`src/rtl/rtg_pkg.sv`:
```
// Shared definitions for the raster timing generator.
// Assumes eight timing registers addressed by a 3-bit index.
package rtg_pkg;

    localparam int NUM_REGS = 8;
    localparam int REG_AW   = $clog2(NUM_REGS);

    // Index of each timing value in the shadow and working sets
    typedef enum logic [REG_AW-1:0] {
        REG_HTOTAL  = 3'd0,
        REG_HACT    = 3'd1,
        REG_HSS     = 3'd2,
        REG_HSE     = 3'd3,
        REG_VTOTAL  = 3'd4,
        REG_VBS     = 3'd5,
        REG_VSO     = 3'd6,
        REG_VEO     = 3'd7
    } reg_idx_e;

endpackage

```
`src/rtl/rtg_cfg_bank.sv`:
```
// Double-buffered timing registers: a shadow set written by the register
// port and a working set that the raster uses. The working set is reloaded
// from the shadow set on any cycle in which 'latch' is high.
// Assumes that the writer and the raster share one clock.
module rtg_cfg_bank #(
    parameter int TW = 13,
    parameter int NR = rtg_pkg::NUM_REGS,
    parameter logic [NR*TW-1:0] INIT = '0
) (
    input  logic                    clk,
    input  logic                    rst_n,
    input  logic                    we,
    input  logic [$clog2(NR)-1:0]   addr,
    input  logic [TW-1:0]           wdata,
    input  logic                    latch,
    output logic [NR-1:0][TW-1:0]   act
);
    localparam int AW = $clog2(NR);

    logic [NR-1:0][TW-1:0] shadow;
    logic [NR-1:0]         hit;

    // Per-register write select
    genvar g;
    generate
        for (g = 0; g < NR; g++) begin : g_hit
            assign hit[g] = we && (addr == AW'(g));
        end
    endgenerate

    // Shadow set: takes port writes
    always_ff @(posedge clk) begin
        for (int i = 0; i < NR; i++) begin
            if (!rst_n)
                shadow[i] <= INIT[i*TW +: TW];
            else if (hit[i])
                shadow[i] <= wdata;
        end
    end

    // Working set: reloaded as a whole at the latch point
    always_ff @(posedge clk) begin
        for (int i = 0; i < NR; i++) begin
            if (!rst_n)
                act[i] <= INIT[i*TW +: TW];
            else if (latch)
                act[i] <= shadow[i];
        end
    end

endmodule

```
`src/rtl/rtg_raster.sv`:
```
// Horizontal and vertical position counters.
// Assumes htotal and vtotal are at least 2. A position at or past the
// limit also wraps, so a shortened total cannot run the counter away.
module rtg_raster #(
    parameter int TW = 13
) (
    input  logic          clk,
    input  logic          rst_n,
    input  logic [TW-1:0] htotal,
    input  logic [TW-1:0] vtotal,
    output logic [TW-1:0] hcnt,
    output logic [TW-1:0] vcnt,
    output logic          frame_end
);
    logic h_last;
    logic v_last;

    assign h_last    = (hcnt >= htotal - TW'(1));
    assign v_last    = (vcnt >= vtotal - TW'(1));
    assign frame_end = h_last && v_last;

    // Position within the line
    always_ff @(posedge clk) begin
        if (!rst_n)
            hcnt <= '0;
        else if (h_last)
            hcnt <= '0;
        else
            hcnt <= hcnt + TW'(1);
    end

    // Line within the frame, stepped at end of line
    always_ff @(posedge clk) begin
        if (!rst_n)
            vcnt <= '0;
        else if (h_last)
            vcnt <= v_last ? '0 : vcnt + TW'(1);
    end

endmodule

```
`src/rtl/rtg_decode.sv`:
```
// Level and event decode from the raster position and the working set.
// Events sit at the horizontal-sync start, except frame start, which sits
// at the horizontal-blank start. Assumes vblank_start >= 1 and vsync lines
// below vtotal.
module rtg_decode #(
    parameter int TW  = 13,
    parameter int FDW = 2
) (
    input  logic [TW-1:0]  hcnt,
    input  logic [TW-1:0]  vcnt,
    input  logic [TW-1:0]  vtotal,
    input  logic [TW-1:0]  hact,
    input  logic [TW-1:0]  hss,
    input  logic [TW-1:0]  hse,
    input  logic [TW-1:0]  vbs,
    input  logic [TW-1:0]  vso,
    input  logic [TW-1:0]  veo,
    input  logic [FDW-1:0] fs_delay,
    output logic           hsync,
    output logic           vsync,
    output logic           hblank,
    output logic           vblank,
    output logic           active,
    output logic           ev_vbs,
    output logic           ev_fs,
    output logic           ev_vs
);
    logic [TW-1:0] sov_line;
    logic [TW-1:0] vs_on_line;
    logic [TW-1:0] vs_off_line;
    logic [TW:0]   fs_sum;
    logic [TW:0]   fs_line;
    logic          at_hss;
    logic          past_on;
    logic          before_off;

    // Line numbers on which the hsync-aligned events fall
    always_comb begin
        sov_line    = vbs - TW'(1);
        vs_on_line  = vbs + vso - TW'(1);
        vs_off_line = vbs + veo - TW'(1);
    end

    // Frame-start line, delayed and folded back into the frame
    always_comb begin
        fs_sum  = {1'b0, vbs} + (TW+1)'(fs_delay);
        fs_line = (fs_sum >= {1'b0, vtotal}) ? fs_sum - {1'b0, vtotal} : fs_sum;
    end

    // Blanking, active and horizontal sync levels
    always_comb begin
        hblank = (hcnt >= hact);
        vblank = (vcnt >= vbs);
        active = !hblank && !vblank;
        hsync  = (hcnt >= hss) && (hcnt < hse);
    end

    // Vertical sync spans from one hsync start to another
    always_comb begin
        at_hss     = (hcnt == hss);
        past_on    = (vcnt > vs_on_line) || ((vcnt == vs_on_line) && (hcnt >= hss));
        before_off = (vcnt < vs_off_line) || ((vcnt == vs_off_line) && (hcnt < hss));
        vsync      = past_on && before_off;
    end

    // Single-position event pulses
    always_comb begin
        ev_vbs = at_hss && (vcnt == sov_line);
        ev_vs  = at_hss && (vcnt == vs_on_line);
        ev_fs  = (hcnt == hact) && ({1'b0, vcnt} == fs_line);
    end

endmodule

```
`src/rtl/rtg_count.sv`:
```
// Pixel, frame and scanline counters.
// The pixel counter restarts with the raster; the frame counter steps on
// each vertical-blank-start event; the scanline reads one line behind.
module rtg_count #(
    parameter int TW  = 13,
    parameter int PXW = 26,
    parameter int FCW = 24
) (
    input  logic           clk,
    input  logic           rst_n,
    input  logic           frame_end,
    input  logic           ev_vbs,
    input  logic [TW-1:0]  vcnt,
    input  logic [TW-1:0]  vtotal,
    output logic [PXW-1:0] pix,
    output logic [FCW-1:0] frame,
    output logic [TW-1:0]  scanline
);
    // Pixel slots since the first active pixel of the frame
    always_ff @(posedge clk) begin
        if (!rst_n)
            pix <= '0;
        else if (frame_end)
            pix <= '0;
        else
            pix <= pix + PXW'(1);
    end

    // Frame count, stepped at the vertical-blank-start point
    always_ff @(posedge clk) begin
        if (!rst_n)
            frame <= '0;
        else if (ev_vbs)
            frame <= frame + FCW'(1);
    end

    // Offset line number
    always_comb begin
        scanline = (vcnt == '0) ? vtotal - TW'(1) : vcnt - TW'(1);
    end

endmodule

```
`src/rtl/raster_timing_gen.sv`:
```
// Raster timing generator top: register bank, position counters, decode
// and counters. Assumes a single pixel clock domain and legal timing
// values (hact < hss < hse <= htotal, vsync lines inside the frame).
module raster_timing_gen #(
    parameter int TW          = 13,
    parameter int FCW         = 24,
    parameter int FLW         = 8,
    parameter int FDW         = 2,
    parameter int DEF_HTOTAL  = 16,
    parameter int DEF_HACT    = 10,
    parameter int DEF_HSS     = 12,
    parameter int DEF_HSE     = 14,
    parameter int DEF_VTOTAL  = 11,
    parameter int DEF_VBS     = 8,
    parameter int DEF_VSO     = 1,
    parameter int DEF_VEO     = 2
) (
    input  logic                      clk,
    input  logic                      rst_n,
    input  logic                      cfg_we,
    input  logic [rtg_pkg::REG_AW-1:0] cfg_addr,
    input  logic [TW-1:0]             cfg_wdata,
    input  logic [FDW-1:0]            fs_delay,
    output logic                      hsync,
    output logic                      vsync,
    output logic                      hblank,
    output logic                      vblank,
    output logic                      active,
    output logic                      ev_vblank_start,
    output logic                      ev_frame_start,
    output logic                      ev_vsync_start,
    output logic [2*TW-1:0]           pix_count,
    output logic [FCW-FLW-1:0]        frame_hi,
    output logic [FLW-1:0]            frame_lo,
    output logic [TW-1:0]             scanline
);
    import rtg_pkg::*;

    localparam int PXW = 2 * TW;
    localparam logic [NUM_REGS*TW-1:0] INIT = {
        TW'(DEF_VEO), TW'(DEF_VSO), TW'(DEF_VBS), TW'(DEF_VTOTAL),
        TW'(DEF_HSE), TW'(DEF_HSS), TW'(DEF_HACT), TW'(DEF_HTOTAL)
    };

    logic [NUM_REGS-1:0][TW-1:0] cfg;
    logic [TW-1:0]               hcnt;
    logic [TW-1:0]               vcnt;
    logic                        frame_end;
    logic                        sov;
    logic [FCW-1:0]              frame;

    rtg_cfg_bank #(.TW(TW), .NR(NUM_REGS), .INIT(INIT)) u_bank (
        .clk   (clk),
        .rst_n (rst_n),
        .we    (cfg_we),
        .addr  (cfg_addr),
        .wdata (cfg_wdata),
        .latch (sov),
        .act   (cfg)
    );

    rtg_raster #(.TW(TW)) u_raster (
        .clk       (clk),
        .rst_n     (rst_n),
        .htotal    (cfg[REG_HTOTAL]),
        .vtotal    (cfg[REG_VTOTAL]),
        .hcnt      (hcnt),
        .vcnt      (vcnt),
        .frame_end (frame_end)
    );

    rtg_decode #(.TW(TW), .FDW(FDW)) u_decode (
        .hcnt     (hcnt),
        .vcnt     (vcnt),
        .vtotal   (cfg[REG_VTOTAL]),
        .hact     (cfg[REG_HACT]),
        .hss      (cfg[REG_HSS]),
        .hse      (cfg[REG_HSE]),
        .vbs      (cfg[REG_VBS]),
        .vso      (cfg[REG_VSO]),
        .veo      (cfg[REG_VEO]),
        .fs_delay (fs_delay),
        .hsync    (hsync),
        .vsync    (vsync),
        .hblank   (hblank),
        .vblank   (vblank),
        .active   (active),
        .ev_vbs   (sov),
        .ev_fs    (ev_frame_start),
        .ev_vs    (ev_vsync_start)
    );

    rtg_count #(.TW(TW), .PXW(PXW), .FCW(FCW)) u_count (
        .clk       (clk),
        .rst_n     (rst_n),
        .frame_end (frame_end),
        .ev_vbs    (sov),
        .vcnt      (vcnt),
        .vtotal    (cfg[REG_VTOTAL]),
        .pix       (pix_count),
        .frame     (frame),
        .scanline  (scanline)
    );

    // Port mapping of internal results
    assign ev_vblank_start = sov;
    assign frame_hi        = frame[FCW-1:FLW];
    assign frame_lo        = frame[FLW-1:0];

endmodule

```
`config.mk`:
```
export PLATFORM = sky130hd
export DESIGN_NAME = raster_timing_gen
export DESIGN_NICKNAME = d
export VERILOG_FILES = /design/src/rtl/rtg_pkg.sv /design/src/rtl/rtg_cfg_bank.sv /design/src/rtl/rtg_raster.sv /design/src/rtl/rtg_decode.sv /design/src/rtl/rtg_count.sv /design/src/rtl/raster_timing_gen.sv
export SDC_FILE = /design/constraint.sdc
export NUM_CORES = 1
export LEC_CHECK = 0
export BUFFER_PORTS_ARGS = -buffer_cell sky130_fd_sc_hd__buf_4
export CAP_MARGIN = 20
export CORE_UTILIZATION = 41
export DETAILED_ROUTE_END_ITERATION = 10
export PLACE_DENSITY_LB_ADDON = 0.3
export SLEW_MARGIN = 20
export SYNTH_ARGS = -nofsm -noshare
export SYNTH_HDL_FRONTEND = slang
export SYNTH_SLANG_ARGS = --single-unit
```
`constraint.sdc`:
```
create_clock -name clk -period 7.65 [get_ports clk]
set_clock_uncertainty 0.15 [all_clocks]
set_input_delay 0.765 -clock clk [delete_from_list [all_inputs] [get_ports clk]]
set_output_delay 0.765 -clock clk [all_outputs]
set_load 0.01 [all_outputs]
```
After elaboration in Yosys (flattened, before gate mapping)
Cells that the tools add are included.
{"block": "classes", "add_sub_neg": 14, "magnitude_cmp": 10, "eq_ne": 13, "n_mux": 3, "bitwise_logic": 1, "reduce_logical": 25}
{"operator": "13-bit by 1-bit subtractor with 13-bit output, second input constant", "count": 6}
{"operator": "13-bit == test", "count": 5}
{"operator": "13-bit >= comparator", "count": 5}
{"operator": "13-bit less-than comparator", "count": 3}
{"operator": "13-bit by 1-bit adder with 13-bit output, second input constant", "count": 2}
{"operator": "13-bit adder", "count": 2}
{"operator": "26-bit by 1-bit adder with 26-bit output, second input constant", "count": 1}
{"operator": "13-bit two-way mux", "count": 2}
{"operator": "24-bit by 1-bit adder with 24-bit output, second input constant", "count": 1}
{"operator": "1-bit logical AND", "count": 17}
{"operator": "13-bit by 2-bit adder with 14-bit output", "count": 1}
{"operator": "13-bit by 14-bit == test with 1-bit output", "count": 1}
{"operator": "14-bit by 13-bit >= comparator with 1-bit output", "count": 1}
{"operator": "14-bit two-way mux", "count": 1}
{"operator": "14-bit by 13-bit subtractor with 14-bit output", "count": 1}
{"operator": "13-bit greater-than comparator", "count": 1}
{"operator": "13-bit logical NOT", "count": 1}
{"operator": "3-bit == test, second input constant", "count": 4}
{"operator": "3-bit by 2-bit == test with 1-bit output, second input constant", "count": 2}
{"operator": "2-bit OR reduction", "count": 2}
{"operator": "3-bit by 1-bit == test with 1-bit output, second input constant", "count": 1}
{"operator": "3-bit logical NOT", "count": 1}
{"operator": "1-bit logical NOT", "count": 2}
{"operator": "1-bit logical OR", "count": 2}
{"operator": "1-bit inverter", "count": 1}
{"block": "word_totals", "ff_bits": 284, "in_bits": 21, "output_inout_bits": 71, "elab_cells": 86}

Depth between registers and ports, before layout
{"block": "depth", "ltp_word": 6, "mapped_depth": 22, "depth_no_buf": 22}

By module
Synthesis repeated with hierarchy kept, for this count alone.
{"block": "unflattened", "cells_unflattened": 2033, "area_unflattened_um2": 17805.8}
{"module": "rtg_cfg_bank", "instances": 1, "cells_per_inst": 703, "area_per_inst_um2": 7701.1}
{"module": "rtg_decode", "instances": 1, "cells_per_inst": 706, "area_per_inst_um2": 5047.3}
{"module": "rtg_count", "instances": 1, "cells_per_inst": 355, "area_per_inst_um2": 2910.3}
{"module": "rtg_raster", "instances": 1, "cells_per_inst": 269, "area_per_inst_um2": 2147.1}

Least setup slack after synthesis
No wires, ideal clock.
{"block": "synth_timing", "kind": "input to output", "from": "input port fs_delay[0]", "to": "output port ev_frame_start", "arrival_ns": 4.499, "t_required_ns": 6.735, "path_slack_ns": 2.236, "stages": 18, "path_cell_list": "ha_1 > inv_1 > fa_1 > nor3_1 > nand2_1 > xnor2_1 > inv_1 > ha_1 > and3_1 > o21ai_0 > a21oi_1 > o41ai_1 > a21oi_2 > buf_2 > nor2_1 > a21oi_1 > a2111oi_0 > nor4b_1"}
{"block": "synth_via", "elab_chain_len": 5, "elab_cells_between_ends": 6, "classes_between": "add/sub (2); order compare (1); eq/ne (1); mux (1); reduce/logical (1)"}
{"item": "start, declared", "line": "raster_timing_gen.sv:23", "source": "input logic [FDW-1:0] fs_delay,"}
{"item": "13-bit by 2-bit adder with 14-bit output (*)", "line": "rtg_decode.sv:46", "source": "fs_sum = {1'b0, vbs} + (TW+1)'(fs_delay);"}
{"item": "14-bit by 13-bit subtractor with 14-bit output or 14-bit by 13-bit >= comparator with 1-bit output (tied branches)", "line": "rtg_decode.sv:47", "source": "fs_line = (fs_sum >= {1'b0, vtotal}) ? fs_sum - {1'b0, vtotal} : fs_sum;"}
{"item": "14-bit two-way mux (*)", "line": "rtg_decode.sv:47"}
{"item": "13-bit by 14-bit == test with 1-bit output (*)", "line": "rtg_decode.sv:70", "source": "ev_fs = (hcnt == hact) && ({1'b0, vcnt} == fs_line);"}
{"item": "1-bit logical AND (*)", "line": "rtg_decode.sv:70"}
{"item": "end, declared", "line": "raster_timing_gen.sv:30", "source": "output logic ev_frame_start,"}
Mark *: on every way between the ends. The rest lies on a longest branch, timed or not.

Worst setup path in the final report
{"block": "layout_timing", "from": "register u_bank.act[65] (netlist bit)", "to": "output port ev_frame_start"}
{"block": "layout_via", "elab_chain_len": 5, "elab_cells_between_ends": 6, "classes_between": "add/sub (2); order compare (1); eq/ne (1); mux (1); reduce/logical (1)"}
{"item": "start, declared", "line": "rtg_cfg_bank.sv:16", "source": "output logic [NR-1:0][TW-1:0] act"}
{"item": "start signal, assigned by index", "line": "rtg_cfg_bank.sv:45", "source": "act[i] <= INIT[i*TW +: TW];"}
{"item": "start signal, assigned by index", "line": "rtg_cfg_bank.sv:47", "source": "act[i] <= shadow[i];"}
{"item": "13-bit by 2-bit adder with 14-bit output (*)", "line": "rtg_decode.sv:46"}
{"item": "14-bit by 13-bit subtractor with 14-bit output or 14-bit by 13-bit >= comparator with 1-bit output (tied branches)", "line": "rtg_decode.sv:47"}
{"item": "14-bit two-way mux (*)", "line": "rtg_decode.sv:47"}
{"item": "13-bit by 14-bit == test with 1-bit output (*)", "line": "rtg_decode.sv:70"}
{"item": "1-bit logical AND (*)", "line": "rtg_decode.sv:70"}
Marks and branches as above.

==> flow_summary_export.csv <==
group,metric,value,unit
clock_network,cts_tree,"built",
sta,tightestPinTransition,1.08,ns
route,viasPerCell,5.32,
sta,final.setup.tns,0,ns
floorplan,die_h,209,µm
sta,finalHoldViolCount,0,
floorplan,fp-row-count,75,
clock_network,postCtsHoldBufs,0,
min_path,hold_path.class,"reg -> reg",
logic_synthesis,syn-mean-instance-area,7.97,µm²
clock_network,clk_latency,0.57,ns
logic_synthesis,synth_area,17500,µm²
status,status,"complete, no violations",
sta,fin_crit,6.66,ns
floorplan,num_io_pins,92,
logic_synthesis,async_flop_share,0,%
min_path,hold_path_depth,1,
route,wl_per_cell,16.9,µm
logic_synthesis,synth_top_cell_area_share,32.4,%
clock_network,clockBufferDepth,3,
route,firstDrtPassIters,6,
route,postRouteAntennaNets,0,
logic_synthesis,synth_warnings,0,
grt,grt_pass1_vias,13685,
power_and_ir_drop,p_leak,8.13,nW
clock_network,cts_buffers,34,
logic_synthesis,yosysMostFrequentCell,"nand2_1",
sta,slew_viol_final,0,
setup_path,critPathRequiredTime,6.73,ns
sta,fin_crit_sh,87.1,%
grt,grt_pass1_wl,74.8,mm
run,cap_violations,0,
grt,grt_max_degree,179,
floorplan,die_w,209,µm
grt,grtUsageTotal,21.5,%
setup_path,crit_path_end_kind,"output pin",
setup_path,crit_fanout,14,
power_and_ir_drop,power_density,174,nW/µm²
clock_network,cts_resized,0,
sta,setup_viol,0,
clock_network,cts_sinks,284,
setup_path,crit_type,"reg -> out",
logic_synthesis,synth_common_cells,"nand2_1 (304), dfxtp_1 (284), nor2_1 (184)",
logic_synthesis,yosysTopAreaCell,"dfxtp_1",
logic_synthesis,synth-seq-cells,284,
route,wl,47.2,mm
final_layout,drive_gt1_share,8.54,%
setup_path,arrival,5.75,ns
floorplan,core,42000,µm²
floorplan,start_util,41.7,%
final_layout,postLayoutCoreUtil,46.8,%
sta,slew_headroom,26.3,%
clock_network,clkTransAtPathRegs,0.05,ns
final_layout,synthToLayoutAreaGrowth,12.4,%
min_path,hp-start,"u_count.pix[0]$_SDFF_PP0_",
logic_synthesis,synth_top_flop_cell,"dfxtp_1",
logic_synthesis,synthCells,2199,
clock_network,cts.htree.levels,2,
logic_synthesis,yosys-top-cells-area,"dfxtp_1 (32%), ha_1 (12%), nand2_1 (6.5%), xnor2_1 (4.8%), nor2b_1 (4.0%)",
clock_network,cts_root_buf,"clkbuf_16",
logic_synthesis,ys_types,68,
logic_synthesis,yosysSeqAreaShare,32.4,%
route,route.detailed.drc,0,
power_and_ir_drop,ir_worst_vdd,118,µV
setup_path,r2r-end,"u_count.frame[23]$_SDFFE_PN0P_",
setup_path,ff2ff_setup_slack,2.83,ns
place,dp_hpwl,33.3,mm
logic_synthesis,synth_edf_count,0,
final_layout,insertedDiodeCount,0,
place,gp_congestion,0.917,
grt,grt-ovfl-total,0,
setup_path,worstRegToRegCells,12,
place,port_buffers,91,
min_path,hold_end,"u_count.pix[0]$_SDFF_PP0_",
floorplan,die_area,43600,µm²
setup_path,r2r_start,"u_bank.act[66]$_SDFFE_PN0P_",
sta,fmax,0.150,GHz
route,drtIter0Drc,1194,
sta,rsz0062_at_grt,"false",
clock_network,cts_setup_buffers,0,
logic_synthesis,syn_nets,2396,
route,num_vias,14825,
final_layout,num-nets-final,2421,
grt,antenna_found_initial,0,
setup_path,startpoint_type,"flop",
-- critical path: stages, from the launching register on --
cell,delay [ns]
dfxtp_1,0.42
ha_1,0.21
inv_1,0.06
fa_1,0.43
nor3_1,0.36
nand2_1,0.12
xnor2_1,0.28
inv_1,0.08
ha_1,0.36
and3_1,0.24
o21ai_0,0.10
a21oi_1,0.10
o41ai_1,0.57
a21oi_2,0.34
nor2_1,0.17
a21oi_1,0.05
a2111oi_0,0.58
nor4b_1,0.53
buf_4,0.22
-- cell usage in the layout (no fill, tap or decap), types with 74 or more instances in the layout --
master	instances
a21oi_1	122
nor2_1	181
nand3_1	74
a21boi_0	90
nand2_1	304
xnor2_1	96
inv_1	172
dfxtp_1	284
ha_1	172
nor2b_1	112
buf_4	106
-- cell type report --
cell class,instances,area (µm²)
Clock buffer,46,966
Timing Repair Buffer,108,827
Sequential cell,284,5690
Tap cell,539,674
Clock inverter,15,234
Multi-Input combinational cell,1624,10700
Inverter,172,646
Fill cell,4097,22400
-- metrics by stage --
stage	setup slack [ns]	hold slack (ns)	area (µm²)	cells	power, W
3_3_place_gp	1.36	0.299	18500	2727	0.00171
6_report	0.987	0.315	19700	2788	0.00342
5_1_grt	0.456	0.330	19700	2788	0.00354
2_1_floorplan	2.24	0.290	17500	2199	0.00165
3_5_place_dp	1.35	0.304	18500	2727	0.00171
4_1_cts	1.12	0.318	19700	2788	0.00346
-- worst max path at each step --
stage	from	to	slack, ns	depth (start not counted)
floorplan	fs_delay[0]	ev_frame_start	2.24	18
global placement	fs_delay[0]	ev_frame_start	1.36	19
detailed placement	fs_delay[0]	ev_frame_start	1.35	19
CTS	u_bank.act[65]$_SDFFE_PN0P_	ev_frame_start	1.12	18
global route	u_bank.act[65]$_SDFFE_PN0P_	ev_frame_start	0.46	18
finish	u_bank.act[65]$_SDFFE_PN0P_	ev_frame_start	0.99	18
-- cell families (layout without fill, tap and decap cells) --
family,count (synthesis),count (layout),share of synthesized area [%]
AND/OR/NAND/NOR,880,880,24.4
AO/OA/AOI/OAI,395,395,14.8
buffers and inverters,291,341,6.80
flip-flops,284,284,32.4
adder cells (fa/ha/maj),176,176,12.7
XOR/XNOR,141,141,7.05
multiplexers,32,32,1.84
-- power by group --
group | switching [W] | internal, W
sequential | 0.0000196 | 0.00150
clock | 0.000704 | 0.00104
combinational | 0.0000940 | 0.0000642
total | 0.000817 | 0.00260
-- state kept, by name, indices dropped and copies added, names as in the netlist --
| signal | flops |
|---|---|
| u_raster.hcnt | 13 |
| u_count.frame | 24 |
| u_bank.shadow | 104 |
| u_bank.act | 104 |
| u_raster.vcnt | 13 |
| u_count.pix | 26 |
-- metal layers --
metal	wire, µm	share of wire, %	up-vias	GRT usage [%]
met5	0	0	-	0
met4	1040	2.2	0	7.05
met3	2780	5.9	60	3.02
met2	21500	46	384	35.1
met1	21900	46	6922	29.1
li1	-	-	7459	-
Note: power is estimated with default switching activity, not from simulation.
